$ cat config.mk
export PLATFORM = sky130hd
export DESIGN_NAME = sfir_top
export DESIGN_NICKNAME = d
export VERILOG_FILES = /design/src/rtl/sfir_pkg.sv /design/src/rtl/sfir_level_flags.sv /design/src/rtl/sfir_regs.sv /design/src/rtl/sfir_router.sv /design/src/rtl/sfir_top.sv
export SDC_FILE = /design/constraint.sdc
export NUM_CORES = 1
export LEC_CHECK = 0
export BUFFER_PORTS_ARGS = -buffer_cell sky130_fd_sc_hd__buf_2
export CAP_MARGIN = 40
export CORE_AREA = 2 2 50 71
export CTS_CLUSTER_DIAMETER = 120
export DETAILED_ROUTE_END_ITERATION = 8
export DIE_AREA = 0 0 52 73
export GPL_TIMING_DRIVEN = 1
export HOLD_SLACK_MARGIN = 0.03
export PLACE_DENSITY = 0.74
export REMOVE_ABC_BUFFERS = 1
export SYNTH_ARGS = -nofsm -noshare
export SYNTH_HDL_FRONTEND = slang
export SYNTH_SLANG_ARGS = --single-unit
export TNS_END_PERCENT = 100
$ cat constraint.sdc
create_clock -name clk -period 1.8 [get_ports clk]
set_input_delay 0.18 -clock clk [delete_from_list [all_inputs] [get_ports clk]]
set_output_delay 0.18 -clock clk [all_outputs]
set_load 0.05 [all_outputs]
$ cat src/rtl/sfir_pkg.sv
package sfir_pkg;

    localparam int NUM_EVT       = 4;
    localparam int EVT_RX_CTL    = 0;
    localparam int EVT_TX_CTL    = 1;
    localparam int EVT_RX_OVR    = 2;
    localparam int EVT_TX_UDR    = 3;
    localparam int STAT_EVT_LSB  = 2;

    localparam logic [1:0] ADDR_CTRL = 2'd0;
    localparam logic [1:0] ADDR_WM   = 2'd1;
    localparam logic [1:0] ADDR_STAT = 2'd2;

    typedef struct packed {
        logic dma_route;
        logic tx_ctl_en;
        logic tx_data_en;
        logic rx_ctl_en;
        logic rx_data_en;
    } ctrl_t;

    typedef struct packed {
        logic dma_tx;
        logic dma_rx;
        logic irq_tx;
        logic irq_rx;
        logic irq_udr;
        logic irq_ovr;
    } req_t;

endpackage

$ cat src/rtl/sfir_level_flags.sv
module sfir_level_flags #(
    parameter int LVL_W = 5,
    parameter int WM_W  = 4
) (
    input  logic             clk,
    input  logic             rst_n,
    input  logic [LVL_W-1:0] rx_level_i,
    input  logic [LVL_W-1:0] tx_level_i,
    input  logic [WM_W-1:0]  rx_wm_i,
    input  logic [WM_W-1:0]  tx_wm_i,
    output logic             rx_full_o,
    output logic             tx_empty_o
);

    localparam int PAD_W = LVL_W - WM_W;

    typedef struct packed {
        logic rx_full;
        logic tx_empty;
    } lvl_state_t;

    lvl_state_t st_d, st_q;
    logic [LVL_W-1:0] rx_wm_ext, tx_wm_ext;

    generate
        if (PAD_W > 0) begin : g_pad
            assign rx_wm_ext = {{PAD_W{1'b0}}, rx_wm_i};
            assign tx_wm_ext = {{PAD_W{1'b0}}, tx_wm_i};
        end else begin : g_nopad
            assign rx_wm_ext = rx_wm_i[LVL_W-1:0];
            assign tx_wm_ext = tx_wm_i[LVL_W-1:0];
        end
    endgenerate

    always_comb begin
        st_d          = st_q;
        st_d.rx_full  = (rx_level_i >= rx_wm_ext);
        st_d.tx_empty = (tx_level_i <  tx_wm_ext);
    end

    always_ff @(posedge clk) begin
        if (!rst_n) begin
            st_q <= '0;
        end else begin
            st_q <= st_d;
        end
    end

    assign rx_full_o  = st_q.rx_full;
    assign tx_empty_o = st_q.tx_empty;

    assert_rx_clear_R2: assert property (@(posedge clk) disable iff (!rst_n)
        (rx_level_i < rx_wm_ext) |=> !rx_full_o);

    assert_tx_clear_R3: assert property (@(posedge clk) disable iff (!rst_n)
        (tx_level_i >= tx_wm_ext) |=> !tx_empty_o);

endmodule

$ cat src/rtl/sfir_regs.sv
module sfir_regs
    import sfir_pkg::*;
#(
    parameter int WM_W      = 4,
    parameter int RX_WM_RST = 8,
    parameter int TX_WM_RST = 8
) (
    input  logic                 clk,
    input  logic                 rst_n,
    input  logic [1:0]           reg_addr_i,
    input  logic                 reg_wr_i,
    input  logic [2*WM_W-1:0]    reg_wdata_i,
    output logic [2*WM_W-1:0]    reg_rdata_o,
    input  logic [NUM_EVT-1:0]   evt_i,
    input  logic                 rx_full_i,
    input  logic                 tx_empty_i,
    output ctrl_t                ctrl_o,
    output logic [WM_W-1:0]      rx_wm_o,
    output logic [WM_W-1:0]      tx_wm_o,
    output logic [NUM_EVT-1:0]   sticky_o
);

    localparam int REG_W    = 2 * WM_W;
    localparam int CTRL_W   = $bits(ctrl_t);
    localparam int STAT_USE = STAT_EVT_LSB + NUM_EVT;

    typedef struct packed {
        ctrl_t              ctrl;
        logic [WM_W-1:0]    rx_wm;
        logic [WM_W-1:0]    tx_wm;
        logic [NUM_EVT-1:0] sticky;
    } reg_state_t;

    reg_state_t st_d, st_q;
    logic wr_ctrl, wr_wm, wr_stat;
    logic [NUM_EVT-1:0] clr;

    assign wr_ctrl = reg_wr_i && (reg_addr_i == ADDR_CTRL);
    assign wr_wm   = reg_wr_i && (reg_addr_i == ADDR_WM);
    assign wr_stat = reg_wr_i && (reg_addr_i == ADDR_STAT);

    generate
        for (genvar i = 0; i < NUM_EVT; i++) begin : g_clr
            assign clr[i] = wr_stat && reg_wdata_i[STAT_EVT_LSB+i];
        end
    endgenerate

    always_comb begin
        st_d = st_q;
        if (wr_ctrl) begin
            st_d.ctrl = ctrl_t'(reg_wdata_i[CTRL_W-1:0]);
        end
        if (wr_wm) begin
            st_d.rx_wm = reg_wdata_i[WM_W-1:0];
            st_d.tx_wm = reg_wdata_i[REG_W-1:WM_W];
        end
        for (int i = 0; i < NUM_EVT; i++) begin
            st_d.sticky[i] = evt_i[i] | (st_q.sticky[i] & ~clr[i]);
        end
    end

    always_ff @(posedge clk) begin
        if (!rst_n) begin
            st_q        <= '0;
            st_q.rx_wm  <= WM_W'(RX_WM_RST);
            st_q.tx_wm  <= WM_W'(TX_WM_RST);
        end else begin
            st_q <= st_d;
        end
    end

    always_comb begin
        reg_rdata_o = '0;
        case (reg_addr_i)
            ADDR_CTRL: reg_rdata_o[CTRL_W-1:0] = st_q.ctrl;
            ADDR_WM:   reg_rdata_o = {st_q.tx_wm, st_q.rx_wm};
            ADDR_STAT: reg_rdata_o[STAT_USE-1:0] = {st_q.sticky, tx_empty_i, rx_full_i};
            default:   reg_rdata_o = '0;
        endcase
    end

    assign ctrl_o   = st_q.ctrl;
    assign rx_wm_o  = st_q.rx_wm;
    assign tx_wm_o  = st_q.tx_wm;
    assign sticky_o = st_q.sticky;

    assert_ctl_sticky_R4: assert property (@(posedge clk) disable iff (!rst_n)
        (sticky_o[EVT_RX_CTL] && !clr[EVT_RX_CTL]) |=> sticky_o[EVT_RX_CTL]);

    assert_ctl_set_wins_R4: assert property (@(posedge clk) disable iff (!rst_n)
        evt_i[EVT_TX_CTL] |=> sticky_o[EVT_TX_CTL]);

    assert_err_set_R5: assert property (@(posedge clk) disable iff (!rst_n)
        evt_i[EVT_RX_OVR] |=> sticky_o[EVT_RX_OVR]);

    assert_err_w1c_R5: assert property (@(posedge clk) disable iff (!rst_n)
        (clr[EVT_TX_UDR] && !evt_i[EVT_TX_UDR]) |=> !sticky_o[EVT_TX_UDR]);

endmodule

$ cat src/rtl/sfir_router.sv
module sfir_router
    import sfir_pkg::*;
(
    input  logic               clk,
    input  logic               rst_n,
    input  ctrl_t              ctrl_i,
    input  logic [NUM_EVT-1:0] sticky_i,
    input  logic               rx_full_i,
    input  logic               tx_empty_i,
    output req_t               req_o
);

    req_t st_d, st_q;
    logic rx_data_on, tx_data_on, rx_ctl_on, tx_ctl_on;

    assign rx_data_on = rx_full_i  && ctrl_i.rx_data_en;
    assign tx_data_on = tx_empty_i && ctrl_i.tx_data_en;
    assign rx_ctl_on  = sticky_i[EVT_RX_CTL] && ctrl_i.rx_ctl_en;
    assign tx_ctl_on  = sticky_i[EVT_TX_CTL] && ctrl_i.tx_ctl_en;

    always_comb begin
        st_d         = st_q;
        st_d.irq_ovr = sticky_i[EVT_RX_OVR];
        st_d.irq_udr = sticky_i[EVT_TX_UDR];
        st_d.irq_rx  = rx_ctl_on || (rx_data_on && !ctrl_i.dma_route);
        st_d.irq_tx  = tx_ctl_on || (tx_data_on && !ctrl_i.dma_route);
        st_d.dma_rx  = rx_data_on && ctrl_i.dma_route;
        st_d.dma_tx  = tx_data_on && ctrl_i.dma_route;
    end

    always_ff @(posedge clk) begin
        if (!rst_n) begin
            st_q <= '0;
        end else begin
            st_q <= st_d;
        end
    end

    assign req_o = st_q;

    assert_cpu_mode_no_dma_R6: assert property (@(posedge clk) disable iff (!rst_n)
        !ctrl_i.dma_route |=> (!req_o.dma_rx && !req_o.dma_tx));

    assert_dma_mode_data_off_cpu_R7: assert property (@(posedge clk) disable iff (!rst_n)
        (ctrl_i.dma_route && !rx_ctl_on) |=> !req_o.irq_rx);

    assert_ctl_never_dma_R8: assert property (@(posedge clk) disable iff (!rst_n)
        !rx_data_on |=> !req_o.dma_rx);

    assert_ctl_never_dma_tx_R8: assert property (@(posedge clk) disable iff (!rst_n)
        !tx_data_on |=> !req_o.dma_tx);

    assert_err_irq_R5: assert property (@(posedge clk) disable iff (!rst_n)
        (sticky_i[EVT_RX_OVR] && sticky_i[EVT_TX_UDR]) |=> (req_o.irq_ovr && req_o.irq_udr));

endmodule

$ cat src/rtl/sfir_top.sv
module sfir_top
    import sfir_pkg::*;
#(
    parameter int LVL_W     = 5,
    parameter int WM_W      = 4,
    parameter int RX_WM_RST = 8,
    parameter int TX_WM_RST = 8
) (
    input  logic                clk,
    input  logic                rst_n,
    input  logic [LVL_W-1:0]    rx_level,
    input  logic [LVL_W-1:0]    tx_level,
    input  logic                rx_ctl_evt,
    input  logic                tx_ctl_evt,
    input  logic                rx_ovr_evt,
    input  logic                tx_udr_evt,
    input  logic [1:0]          reg_addr,
    input  logic                reg_wr,
    input  logic [2*WM_W-1:0]   reg_wdata,
    output logic [2*WM_W-1:0]   reg_rdata,
    output logic                irq_rx_ovr,
    output logic                irq_tx_udr,
    output logic                irq_rx,
    output logic                irq_tx,
    output logic                dma_rx_req,
    output logic                dma_tx_req
);

    ctrl_t              ctrl;
    logic [WM_W-1:0]    rx_wm, tx_wm;
    logic [NUM_EVT-1:0] sticky, evt;
    logic               rx_full, tx_empty;
    req_t               req;

    always_comb begin
        evt             = '0;
        evt[EVT_RX_CTL] = rx_ctl_evt;
        evt[EVT_TX_CTL] = tx_ctl_evt;
        evt[EVT_RX_OVR] = rx_ovr_evt;
        evt[EVT_TX_UDR] = tx_udr_evt;
    end

    sfir_regs #(
        .WM_W      (WM_W),
        .RX_WM_RST (RX_WM_RST),
        .TX_WM_RST (TX_WM_RST)
    ) regs_i (
        .clk         (clk),
        .rst_n       (rst_n),
        .reg_addr_i  (reg_addr),
        .reg_wr_i    (reg_wr),
        .reg_wdata_i (reg_wdata),
        .reg_rdata_o (reg_rdata),
        .evt_i       (evt),
        .rx_full_i   (rx_full),
        .tx_empty_i  (tx_empty),
        .ctrl_o      (ctrl),
        .rx_wm_o     (rx_wm),
        .tx_wm_o     (tx_wm),
        .sticky_o    (sticky)
    );

    sfir_level_flags #(
        .LVL_W (LVL_W),
        .WM_W  (WM_W)
    ) lvl_i (
        .clk        (clk),
        .rst_n      (rst_n),
        .rx_level_i (rx_level),
        .tx_level_i (tx_level),
        .rx_wm_i    (rx_wm),
        .tx_wm_i    (tx_wm),
        .rx_full_o  (rx_full),
        .tx_empty_o (tx_empty)
    );

    sfir_router router_i (
        .clk        (clk),
        .rst_n      (rst_n),
        .ctrl_i     (ctrl),
        .sticky_i   (sticky),
        .rx_full_i  (rx_full),
        .tx_empty_i (tx_empty),
        .req_o      (req)
    );

    assign irq_rx_ovr = req.irq_ovr;
    assign irq_tx_udr = req.irq_udr;
    assign irq_rx     = req.irq_rx;
    assign irq_tx     = req.irq_tx;
    assign dma_rx_req = req.dma_rx;
    assign dma_tx_req = req.dma_tx;

    assert_reg_latency_R10: assert property (@(posedge clk) disable iff (!rst_n)
        !sticky[EVT_RX_OVR] |=> !irq_rx_ovr);

endmodule

==> impl_metrics.prom <==
# TYPE chip_impl_metric gauge
chip_impl_info{name="run_status",value="complete, no violations"} 1
chip_impl_metric{name="post_synth_num_cell_types",unit=""} 27
chip_impl_metric{name="cp_data_required_time",unit="ns"} 1.62
chip_impl_metric{name="grt_use_met3",unit="%"} 2.25
chip_impl_metric{name="cp_data_arrival_time",unit="ns"} 1.33
chip_impl_metric{name="fmax",unit="MHz"} 663
chip_impl_metric{name="vdd_drop_max",unit="uV"} 393
chip_impl_metric{name="synth-seq-area-share",unit="%"} 40.5
chip_impl_metric{name="avgRoutedWirePerCell",unit="um"} 12.3
chip_impl_metric{name="initial_core_util",unit="%"} 38.4
chip_impl_metric{name="grtUsageMet1",unit="%"} 18.1
chip_impl_metric{name="post_cts.repair.setup_buffers",unit=""} 0
chip_impl_info{name="synthDominantAreaCellType",value="sky130_fd_sc_hd__dfxtp_1"} 1
chip_impl_info{name="hold_class",value="input pin to flip-flop"} 1
chip_impl_metric{name="antenna_violations_before_repair",unit=""} 0
chip_impl_metric{name="timing_worst_slew_pin_value",unit="ns"} 0.374
chip_impl_info{name="cts_root_buf",value="sky130_fd_sc_hd__clkbuf_8"} 1
chip_impl_metric{name="max_cap_violations",unit=""} 0
chip_impl_metric{name="vias_per_cell",unit=""} 5.12
chip_impl_metric{name="layout-drive-gt1-share",unit="%"} 33.3
chip_impl_metric{name="globalplace.congestion",unit=""} 0.835
chip_impl_metric{name="power.static_leakage",unit="uW"} 0.000665
chip_impl_metric{name="grt_pass1_wl",unit="um"} 4390
chip_impl_metric{name="grt_overflow_total",unit=""} 0
chip_impl_metric{name="grt_start_max_net_pins",unit=""} 17
chip_impl_metric{name="global_route.usage.met2",unit="%"} 26.7
chip_impl_metric{name="setup_ws",unit="ns"} 0.293
chip_impl_metric{name="netlist.area_leader.share",unit="%"} 40.5
chip_impl_metric{name="ant_nets",unit=""} 0
chip_impl_metric{name="detail_route.iter0.violations",unit=""} 52
chip_impl_metric{name="finalHoldViolations",unit=""} 0
chip_impl_metric{name="final_period_minus_worst_setup_slack",unit="ns"} 1.51
chip_impl_info{name="grt_most_used_layer",value="met2"} 1
chip_impl_metric{name="number_of_buffers_inserted_during_clock_tree_synthesis",unit=""} 3
chip_impl_metric{name="synthToLayoutAreaGrowth",unit="%"} 19.4
chip_impl_info{name="critical_path_class",value="input pin to output pin"} 1
chip_impl_metric{name="clock_skew",unit="ns"} 0.000521
chip_impl_metric{name="fp-row-count",unit=""} 25
chip_impl_metric{name="clock_sink_count",unit=""} 25
chip_impl_metric{name="grtUsageTotal",unit="%"} 15.1
chip_impl_metric{name="clock_tree.htree_level_count",unit=""} 1
chip_impl_info{name="timing.critical_path.to_type",value="output pin"} 1
chip_impl_metric{name="chip_height",unit="um"} 73
chip_impl_metric{name="final.fill_count",unit=""} 353
chip_impl_metric{name="design.portCount",unit=""} 41
chip_impl_info{name="synthTopCellsByArea",value="sky130_fd_sc_hd__dfxtp_1, sky130_fd_sc_hd__ha_1, sky130_fd_sc_hd__nand2_1"} 1
chip_impl_metric{name="register_bit_total_from_synthesis",unit=""} 25
chip_impl_metric{name="post_cts_resize_count",unit=""} 0
chip_impl_metric{name="number_of_global_route_vias_before_repair",unit=""} 1056
chip_impl_metric{name="vias",unit=""} 1127
chip_impl_metric{name="fp.dieW",unit="um"} 52
chip_impl_metric{name="final.period_utilization",unit="%"} 83.7
chip_impl_metric{name="n_antenna_cell",unit=""} 0
chip_impl_metric{name="clk_path_buf_depth",unit=""} 2
chip_impl_metric{name="finalMaxSlewViolations",unit=""} 0
chip_impl_metric{name="drt-pass1-iter-count",unit=""} 6
chip_impl_metric{name="core",unit="um^2"} 3220
chip_impl_info{name="unrepaired_setup_endpoints_after_global_routing",value="no"} 1
chip_impl_metric{name="postRouteWirelength",unit="um"} 2710
chip_impl_info{name="tritoncts_clock_tree",value="done"} 1
chip_impl_metric{name="avgSynthCellArea",unit="um^2"} 8.71
chip_impl_metric{name="setup-tns-final",unit="ns"} 0
chip_impl_metric{name="post_synth_inst_count",unit=""} 142
chip_impl_metric{name="setup_viol",unit=""} 0
chip_impl_metric{name="post-route-drc-count",unit=""} 0
chip_impl_metric{name="slew_headroom",unit="%"} 75.1
chip_impl_metric{name="power.density",unit="nW/um^2"} 753
chip_impl_metric{name="netlist_area",unit="um^2"} 1240
chip_impl_metric{name="clock_pin_slew_reported_for_the_worst_setup_and_hold_paths_after_clock_tree_synthesis",unit="ns"} 0.08
chip_impl_metric{name="dp.final_hpwl",unit="um"} 2100
chip_impl_metric{name="floorplan.die_area",unit="um^2"} 3800
chip_impl_metric{name="hold_buffers",unit=""} 0
chip_impl_metric{name="timing.critical_path.fanout_max",unit=""} 10
chip_impl_info{name="crit_path_start_kind",value="input pin"} 1
chip_impl_metric{name="io_buffers",unit=""} 40
chip_impl_metric{name="fin_nets",unit=""} 219
chip_impl_metric{name="yosys_warnings",unit=""} 0
chip_impl_metric{name="preCtsSetupSlack",unit="ns"} 0.307
chip_impl_metric{name="clock_latency",unit="ns"} 0.26
-- power breakdown --
part           internal [uW]  total [uW]  leakage (uW)  switching (uW)
clock network            158         330     0.0000228             172
registers                576         592      0.000205            15.9
logic                   69.6         189      0.000438             120
total                    804        1110      0.000665             308
-- through the flow --
step           util, %  total power, uW  std cells  area [um^2]  hold WS, ns
2_1_floorplan        -              721        135         1170        0.269
3_3_place_gp      44.4              793        216         1430        0.390
3_5_place_dp      44.4              795        216         1430        0.397
4_1_cts           45.8             1120        220         1480        0.123
5_1_grt           45.8             1160        220         1480        0.134
6_report          45.8             1110        220         1480        0.123
-- placed cells by master (no fill, tap or decap) --
cell type	synthesis	routed
sky130_fd_sc_hd__buf_4	0	1
sky130_fd_sc_hd__nand2_2	6	6
sky130_fd_sc_hd__nor2b_1	1	1
sky130_fd_sc_hd__a22oi_1	1	1
sky130_fd_sc_hd__o2111ai_1	1	1
sky130_fd_sc_hd__buf_2	3	40
sky130_fd_sc_hd__clkbuf_8	0	3
sky130_fd_sc_hd__ha_1	11	11
sky130_fd_sc_hd__and2_1	4	4
sky130_fd_sc_hd__nor2_1	12	12
sky130_fd_sc_hd__a21oi_1	9	9
sky130_fd_sc_hd__o211a_1	1	1
sky130_fd_sc_hd__nand2b_1	1	1
sky130_fd_sc_hd__o21ai_0	3	3
sky130_fd_sc_hd__a222oi_1	5	5
sky130_fd_sc_hd__and2_4	1	1
sky130_fd_sc_hd__and2_2	2	2
sky130_fd_sc_hd__inv_2	1	1
sky130_fd_sc_hd__clkbuf_1	0	1
sky130_fd_sc_hd__a211oi_1	2	2
sky130_fd_sc_hd__nand2_1	20	20
sky130_fd_sc_hd__nand3_1	10	10
sky130_fd_sc_hd__a31oi_1	1	1
sky130_fd_sc_hd__o211ai_1	2	2
sky130_fd_sc_hd__inv_1	10	10
sky130_fd_sc_hd__dfxtp_1	25	25
sky130_fd_sc_hd__a21oi_2	6	6
-- worst max-delay path, stage by stage --
cell	delay (ns)
sky130_fd_sc_hd__buf_2	0.10
sky130_fd_sc_hd__inv_1	0.05
sky130_fd_sc_hd__ha_1	0.29
sky130_fd_sc_hd__a222oi_1	0.42
sky130_fd_sc_hd__nor2_1	0.06
sky130_fd_sc_hd__buf_2	0.22
-- area by class of cell --
type	instances	area (um^2)	area share (%)
Clock buffer	4	45.0	3.05
Inverter	11	41.3	2.80
Multi-Input combinational cell	99	632	42.8
Sequential cell	25	500	33.9
Tap cell	40	50.0	3.39
Timing Repair Buffer	41	208	14.1
-- flip-flops by register name, summed over array words and instances, names as in the netlist --
signal,cells
lvl_i.tx_empty_o,1
regs_i.sticky_o,4
regs_i.rx_wm_o,4
router_i.req_o,6
regs_i.ctrl_o,5
lvl_i.rx_full_o,1
regs_i.tx_wm_o,4
-- logic make-up (layout without fill, tap and decap cells) --
kind of cell	count (synthesis)	in the layout	share of synthesized area (%)
AO/OA/AOI/OAI	31	31	18.2
adder cells (fa/ha/maj)	11	11	11.1
buffers and inverters	18	56	8.40
flip-flops	25	25	40.5
AND/OR/NAND/NOR	57	57	21.8
-- Yosys cell counts (all sizes together) --
library cell  count
nand2            26
dfxtp            25
a21oi            15
nor2             12
ha               11
inv              11
nand3            10
and2              7
buf               6
a222oi            5
o21ai             3
a211oi            2
o211ai            2
a22oi             1
a31oi             1
clkbuf            1
nand2b            1
nor2b             1
o2111ai           1
o211a             1
-- worst paths after layout --
kind / end / startpoint / cells past startpoint / slack, ns
worst max-delay path: reg_rdata[1] / reg_addr[1] / 6 / 0.29
worst min-delay path: regs_i.sticky_o[0] / rx_ctl_evt / 3 / 0.12
worst max register to register: lvl_i.rx_full_o / regs_i.rx_wm_o[3] / 4 / 0.56
worst min register to register: router_i.req_o[4] / lvl_i.rx_full_o / 2 / 0.47
-- routing by layer --
layer / part of all wire [%] / vias to the layer above
met4: 0.74 / 0
met2: 53 / 38
met3: 5.0 / 4
li1: - / 560
met1: 41 / 525
met5: 0 / -
Note: power is estimated with default switching activity, not from simulation.
